`src/rtl/cfgport_pkg.sv`:
```
package cfgport_pkg;
  localparam int CFG_DW  = 32;
  localparam int CFG_NB  = CFG_DW / 8;
  localparam int LANE_W  = $clog2(CFG_NB);
  localparam int IO_AW   = 16;
  localparam int BUS_W   = 8;
  localparam int DEV_W   = 5;
  localparam int FN_W    = 3;
  localparam int REG_W   = 6;
  // selector bits kept by the latch (bits 23:2)
  localparam int SEL_W   = BUS_W + DEV_W + FN_W + REG_W;

  typedef enum logic [1:0] {CLS_MISS, CLS_ADDR, CLS_DATA} port_cls_e;
  typedef enum logic [1:0] {ST_IDLE, ST_REQ, ST_WAIT} br_state_e;
endpackage

```
`src/rtl/cfgport_decode.sv`:
```
module cfgport_decode
  import cfgport_pkg::*;
#(
  parameter logic [IO_AW-1:0] ADDR_PORT = 16'hCF8,
  parameter logic [IO_AW-1:0] DATA_PORT = 16'hCFC
) (
  input  logic [IO_AW-1:0]  addr,
  input  logic [1:0]        size,
  input  logic [CFG_DW-1:0] wdata,
  output port_cls_e         cls,
  output logic [LANE_W-1:0] lane,
  output logic [CFG_NB-1:0] be,
  output logic [CFG_DW-1:0] wdata_lanes
);
  always_comb begin
    if (addr[IO_AW-1:LANE_W] == ADDR_PORT[IO_AW-1:LANE_W])      cls = CLS_ADDR;
    else if (addr[IO_AW-1:LANE_W] == DATA_PORT[IO_AW-1:LANE_W]) cls = CLS_DATA;
    else                                                        cls = CLS_MISS;
  end

  always_comb begin
    if (size == 2'd0) begin
      lane = addr[LANE_W-1:0];
      be   = CFG_NB'(1) << lane;
    end else if (size == 2'd1) begin
      lane = {addr[LANE_W-1:1], 1'b0};
      be   = CFG_NB'(3) << lane;
    end else begin
      lane = '0;
      be   = '1;
    end
    wdata_lanes = wdata << {lane, 3'b000};
  end
endmodule

```
`src/rtl/cfgport_addr_latch.sv`:
```
module cfgport_addr_latch
  import cfgport_pkg::*;
(
  input  logic              clk,
  input  logic              rst,
  input  logic              we,
  input  logic              din_en,
  input  logic [SEL_W-1:0]  din_sel,
  output logic [CFG_DW-1:0] q
);
  localparam int RSVD_W = CFG_DW - 1 - SEL_W - 2;

  always_ff @(posedge clk) begin
    if (rst)     q <= '0;
    else if (we) q <= {din_en, {RSVD_W{1'b0}}, din_sel, 2'b00};
  end
endmodule

```
`src/rtl/cfgport_rd_align.sv`:
```
module cfgport_rd_align
  import cfgport_pkg::*;
(
  input  logic [CFG_DW-1:0] rdata,
  input  logic              err,
  input  logic [LANE_W-1:0] lane,
  input  logic [1:0]        size,
  output logic [CFG_DW-1:0] aligned
);
  logic [CFG_DW-1:0] shifted;

  always_comb begin
    shifted = rdata >> {lane, 3'b000};
    if (err)                aligned = '1;
    else if (size == 2'd0)  aligned = CFG_DW'(shifted[7:0]);
    else if (size == 2'd1)  aligned = CFG_DW'(shifted[15:0]);
    else                    aligned = shifted;
  end
endmodule

```
`src/rtl/cfgport_bridge.sv`:
```
module cfgport_bridge
  import cfgport_pkg::*;
#(
  parameter logic [IO_AW-1:0] ADDR_PORT = 16'hCF8,
  parameter logic [IO_AW-1:0] DATA_PORT = 16'hCFC
) (
  input  logic              clk,
  input  logic              rst,
  input  logic              io_req,
  input  logic              io_wr,
  input  logic [IO_AW-1:0]  io_addr,
  input  logic [1:0]        io_size,
  input  logic [CFG_DW-1:0] io_wdata,
  output logic              io_busy,
  output logic              io_done,
  output logic [CFG_DW-1:0] io_rdata,
  output logic              cfg_valid,
  input  logic              cfg_ready,
  output logic              cfg_we,
  output logic [BUS_W-1:0]  cfg_bus,
  output logic [DEV_W-1:0]  cfg_dev,
  output logic [FN_W-1:0]   cfg_func,
  output logic [REG_W-1:0]  cfg_reg,
  output logic [CFG_NB-1:0] cfg_be,
  output logic [CFG_DW-1:0] cfg_wdata,
  input  logic              cfg_rsp_valid,
  input  logic              cfg_rsp_err,
  input  logic [CFG_DW-1:0] cfg_rdata
);
  localparam int REG_LO = 2;
  localparam int FN_LO  = REG_LO + REG_W;
  localparam int DEV_LO = FN_LO + FN_W;
  localparam int BUS_LO = DEV_LO + DEV_W;

  br_state_e         state;
  port_cls_e         cls;
  logic [LANE_W-1:0] lane, lane_q;
  logic [1:0]        size_q;
  logic [CFG_NB-1:0] be;
  logic [CFG_DW-1:0] wdata_lanes;
  logic [CFG_DW-1:0] latch_q;
  logic [CFG_DW-1:0] aligned;
  logic              accept, latch_we;

  assign accept   = io_req && (state == ST_IDLE);
  assign latch_we = accept && (cls == CLS_ADDR) && io_wr && io_size[1];
  assign io_busy  = (state != ST_IDLE);

  cfgport_decode #(.ADDR_PORT(ADDR_PORT), .DATA_PORT(DATA_PORT)) u_decode (
    .addr(io_addr), .size(io_size), .wdata(io_wdata),
    .cls(cls), .lane(lane), .be(be), .wdata_lanes(wdata_lanes)
  );

  cfgport_addr_latch u_latch (
    .clk(clk), .rst(rst), .we(latch_we),
    .din_en(io_wdata[CFG_DW-1]), .din_sel(io_wdata[SEL_W+1:2]),
    .q(latch_q)
  );

  cfgport_rd_align u_align (
    .rdata(cfg_rdata), .err(cfg_rsp_err), .lane(lane_q), .size(size_q),
    .aligned(aligned)
  );

  always_ff @(posedge clk) begin
    if (rst) begin
      state     <= ST_IDLE;
      io_done   <= 1'b0;
      io_rdata  <= '0;
      cfg_valid <= 1'b0;
      cfg_we    <= 1'b0;
      cfg_bus   <= '0;
      cfg_dev   <= '0;
      cfg_func  <= '0;
      cfg_reg   <= '0;
      cfg_be    <= '0;
      cfg_wdata <= '0;
      lane_q    <= '0;
      size_q    <= '0;
    end else begin
      io_done <= 1'b0;
      case (state)
        ST_IDLE: begin
          if (accept) begin
            case (cls)
              CLS_ADDR: begin
                io_rdata <= (!io_wr && io_size[1]) ? latch_q : '0;
                io_done  <= 1'b1;
              end
              CLS_DATA: begin
                if (latch_q[CFG_DW-1]) begin
                  cfg_valid <= 1'b1;
                  cfg_we    <= io_wr;
                  cfg_bus   <= latch_q[BUS_LO +: BUS_W];
                  cfg_dev   <= latch_q[DEV_LO +: DEV_W];
                  cfg_func  <= latch_q[FN_LO +: FN_W];
                  cfg_reg   <= latch_q[REG_LO +: REG_W];
                  cfg_be    <= be;
                  cfg_wdata <= wdata_lanes;
                  lane_q    <= lane;
                  size_q    <= io_size;
                  state     <= ST_REQ;
                end else begin
                  io_rdata <= '1;
                  io_done  <= 1'b1;
                end
              end
              default: begin
                io_rdata <= '1;
                io_done  <= 1'b1;
              end
            endcase
          end
        end
        ST_REQ: begin
          if (cfg_ready) begin
            cfg_valid <= 1'b0;
            state     <= ST_WAIT;
          end
        end
        ST_WAIT: begin
          if (cfg_rsp_valid) begin
            io_rdata <= aligned;
            io_done  <= 1'b1;
            state    <= ST_IDLE;
          end
        end
        default: state <= ST_IDLE;
      endcase
    end
  end
endmodule

```
`config.mk`:
```
export PLATFORM = sky130hd
export DESIGN_NAME = cfgport_bridge
export DESIGN_NICKNAME = d
export VERILOG_FILES = /design/src/rtl/cfgport_pkg.sv /design/src/rtl/cfgport_decode.sv /design/src/rtl/cfgport_addr_latch.sv /design/src/rtl/cfgport_rd_align.sv /design/src/rtl/cfgport_bridge.sv
export SDC_FILE = /design/constraint.sdc
export NUM_CORES = 1
export LEC_CHECK = 0
export ABC_AREA = 1
export BUFFER_PORTS_ARGS = -buffer_cell sky130_fd_sc_hd__clkbuf_2
export CORE_UTILIZATION = 54
export DETAILED_ROUTE_END_ITERATION = 6
export PLACE_DENSITY = 0.86
export SLEW_MARGIN = 20
export SYNTH_ARGS = -nofsm -noshare
export SYNTH_HDL_FRONTEND = slang
export SYNTH_HIERARCHICAL = 1
export SYNTH_SLANG_ARGS = --single-unit
```
`constraint.sdc`:
```
create_clock -name clk -period 2.7 [get_ports clk]
set_input_delay 0.405 -clock clk [delete_from_list [all_inputs] [get_ports clk]]
set_output_delay 0.405 -clock clk [all_outputs]
set_load 0.02 [all_outputs]
```
==> metrics.yaml <==
floorplan:
  placeable_core_area_um2: 12770
  floorplan.io_pins: 183
  core.rowCount: 41
  floorplan.die.height_um: 117.1
  die-area_um2: 13700
  initial_utilization_pct: 55.96
  die_w_um: 117.1
routing:
  detailed_route_vias_per_instance: 5.193
  post_drt_antenna_nets: 0
  wl_per_cell_um: 13.62
  detail_route.iter0.violations: 717
  dr_total_vias: 7608
  drt-pass1-iter-count: 6
  routed_wl_mm: 19.96
  drcViolationCount: 0
logic_synthesis:
  yosysWarnings: 6
  post_synth.cell_area_avg_um2: 6.205
  synth_area_um2: 7148
  post_synthesis_cell_type_with_the_largest_combined_area: "dfxtp_1"
  synth_top_cells_by_area: "dfxtp_1 34%, nand2_1 18%, nand3_1 15%"
  syn_inst: 1152
  synth_cell_type_count: 22
  synth-seq-area-share_pct: 34.17
  postSynthRegisterBits: 122
  netlist.area_leader.share_pct: 34.17
layout:
  fin_cells: 1465
  final_layout_size_suffix_gt1_share_pct: 21.89
  design.final.nets: 1370
  syn2layout_area_growth_pct: 17.84
  antenna_cells_inserted: 0
  num-fill-cells: 1180
  reg_top3: "cfg_wdata (32), io_rdata (32), u_latch/q (23)"
power:
  swShare_pct: 24.26
  powerDensity_nw_per_um2: 547.1
  power_leakage_nw: 4.145
  combinationalPowerShare_pct: 10.3
  net_sw_power_w: 0.001118
  finalPower_w: 0.004608
  clkPwrFrac_pct: 49.5
  share_seq_of_total_power_pct: 40.3
  internal_power_of_the_cells_w: 0.003490
  ir_drop_mv: 0.4022
global_route:
  gr-usage-all-layers_pct: 30.04
  wire_length_of_the_first_global_routing_pass_mm: 31.75
  grt_pass1_vias: 6589
  antenna_found_initial: 0
  grt_max_degree: 66
  globalRoute.totalOverflow: 0
clock_network:
  ctsHtreeMaxLevel: 4
  tritoncts.num_buffers: 17
  cts_hold_repair.buffers: 0
  cts.sinks: 122
  ctsResizeCount: 0
  clockBufferDepth: 2
  clock_insertion_delay_worst_skew_ns: 0.42
  postCtsSetupBuffers: 0
  cts_tree: "yes"
  root_buffer: "clkbuf_16"
  path_clk_slew_ns: 0.05
sta:
  final_min_period_over_clock_period_pct: 72.55
  worst-slew-pin-transition_ns: 0.9907
  finalWorstPathRequiredPeriod_ns: 1.959
  finalSetupViolCount: 0
  rsz_0062_raised_after_global_routing: "false"
  timing.clock.skew_ns: 0.008473
  setup_tns_ns: 0
  max_freq_mhz: 510.5
  timing.final.max_slew_violations: 0
  max_slew_margin_pct: 33.88
  hold_violations: 0
  fin_hold_ws_ns: 0.2730
setup_path:
  critical_path.most_common_cell: "nand2_1"
  critical_path_peak_fanout: 34
  crit_required_ns: 3.01
  worst_path_cell_trace: "buf_4, inv_2, nand2_1, nand3_1, nand3_1, nand2_1, or2_2, nand2_1, nand2_1, nand2_1, nor2_2"
  end_kind: "flop"
  crit_path_start_kind: "flop"
  reg2reg_setup_slack_ns: 0.74
  worst-r2r-cell-count: 11
  worst-setup-path-type: "flop to flop"
  worst_path_largest_cell_delay_ns: 0.31
  crit-reg2reg-capture: "io_rdata[10]"
  worstPathArrival_ns: 2.27
  critical_path.slowest_cell: "or2_2"
  source_of_the_worst_register_to_register_timing_path: "lane_q[0]"
min_path:
  worst_hold_path.num_cells: 3
  hold_path_end: "cfg_we"
  worstHoldStart: "io_wr"
  min-delay-path-class: "input port to flop"
placed_design:
  dpl.cell_count: 1434
  gp_routability_congestion: 0.9718
  port_buffers: 182
  hpwlAfterDp_mm: 14.08
run:
  max_cap_check_violation_count: 0
status:
  outcome: "completed"
cells by family after synthesis:
| kind of cell | Yosys count | share of synthesized area [%] |
|---|---|---|
| AND/OR/NAND/NOR | 761 | 46.79 |
| AO/OA/AOI/OAI | 86 | 6.021 |
| buffers and inverters | 182 | 12.97 |
| other | 1 | 0.05246 |
| flip-flops | 122 | 34.17 |
final cells by class:
type	count	area (µm²)	area share, %
Timing Repair Buffer	197	1036	12.30
Sequential cell	122	2442	29.00
Inverter	87	326.6	3.877
Clock inverter	6	113.9	1.352
Tap cell	172	215.2	2.555
Clock buffer	25	475.5	5.645
Multi-Input combinational cell	856	3814	45.28
layer usage:
| metal | vias up | wire, µm | global-route usage [%] |
|---|---|---|---|
| li1 | 3858 | - | - |
| met1 | 3356 | 8784 | 40.10 |
| met2 | 351 | 8999 | 47.10 |
| met3 | 43 | 1598 | 5.819 |
| met4 | 0 | 576 | 13.50 |
| met5 | - | 0 | 0 |
worst max-delay path, delay by kind of cell, from the launching register on:
family | cells | cell delay, ns
flip-flops | 1 | 0.30
buffers and inverters | 2 | 0.54
AND/OR/NAND/NOR | 9 | 1.00
placed cells by master, fill, tap and decap left out, drive strengths merged:
master	Yosys	layout
conb	1	9
nor2	137	137
nand2	366	366
a21oi	70	70
clkinv	0	1
o21ai	16	16
or2	34	34
clkbuf	13	207
buf	82	15
nand4	2	2
nand3	220	220
inv	87	87
bufinv	0	3
clkinvlp	0	2
dfxtp	122	122
nor3	2	2
stage by stage:
| stage | worst slack [ns] | utilization (%) | cell area (µm²) |
|---|---|---|---|
| 5_1_grt | 0.5736 | 65.94 | 8423 |
| 3_5_place_dp | 0.4550 | 61.33 | 7834 |
| 6_report | 0.7412 | 65.94 | 8423 |
| 2_1_floorplan | 0.6756 | - | 7178 |
| 4_1_cts | 0.7684 | 65.94 | 8423 |
| 3_3_place_gp | 0.5533 | 61.33 | 7834 |
power by group through the flow:
stage               sequential (W)  clock, W  combinational (W)
floorplan                  0.00194         0           0.000258
global placement           0.00189         0           0.000464
detailed placement         0.00189         0           0.000466
CTS                        0.00186   0.00230           0.000467
global route               0.00186   0.00240           0.000523
finish                     0.00186   0.00228           0.000473
cells in the mapped netlist:
cell,number
inv_1,79
o21ai_0,16
nor3_1,2
conb_1,1
nand4_1,2
buf_6,17
nand3_1,220
nor2_2,9
buf_4,16
nor2_4,2
nand2_4,3
nand2_1,339
buf_1,4
or2_1,21
nor2_1,126
a21oi_1,70
inv_2,8
buf_2,45
dfxtp_1,122
clkbuf_1,13
or2_2,13
nand2_2,24
worst max-delay path by stage:
stage                      startpoint            end  depth (start not counted)
final                       lane_q[0]   io_rdata[10]                         11
after global routing      io_addr[13]  cfg_wdata[22]                         11
after CTS                   lane_q[0]   io_rdata[10]                         11
after detailed placement  io_addr[15]      cfg_be[0]                         11
after global placement    io_addr[15]   io_rdata[13]                         12
after floorplan           io_addr[15]  u_latch/q[16]                         13
Note: power is estimated with default switching activity, not from simulation.
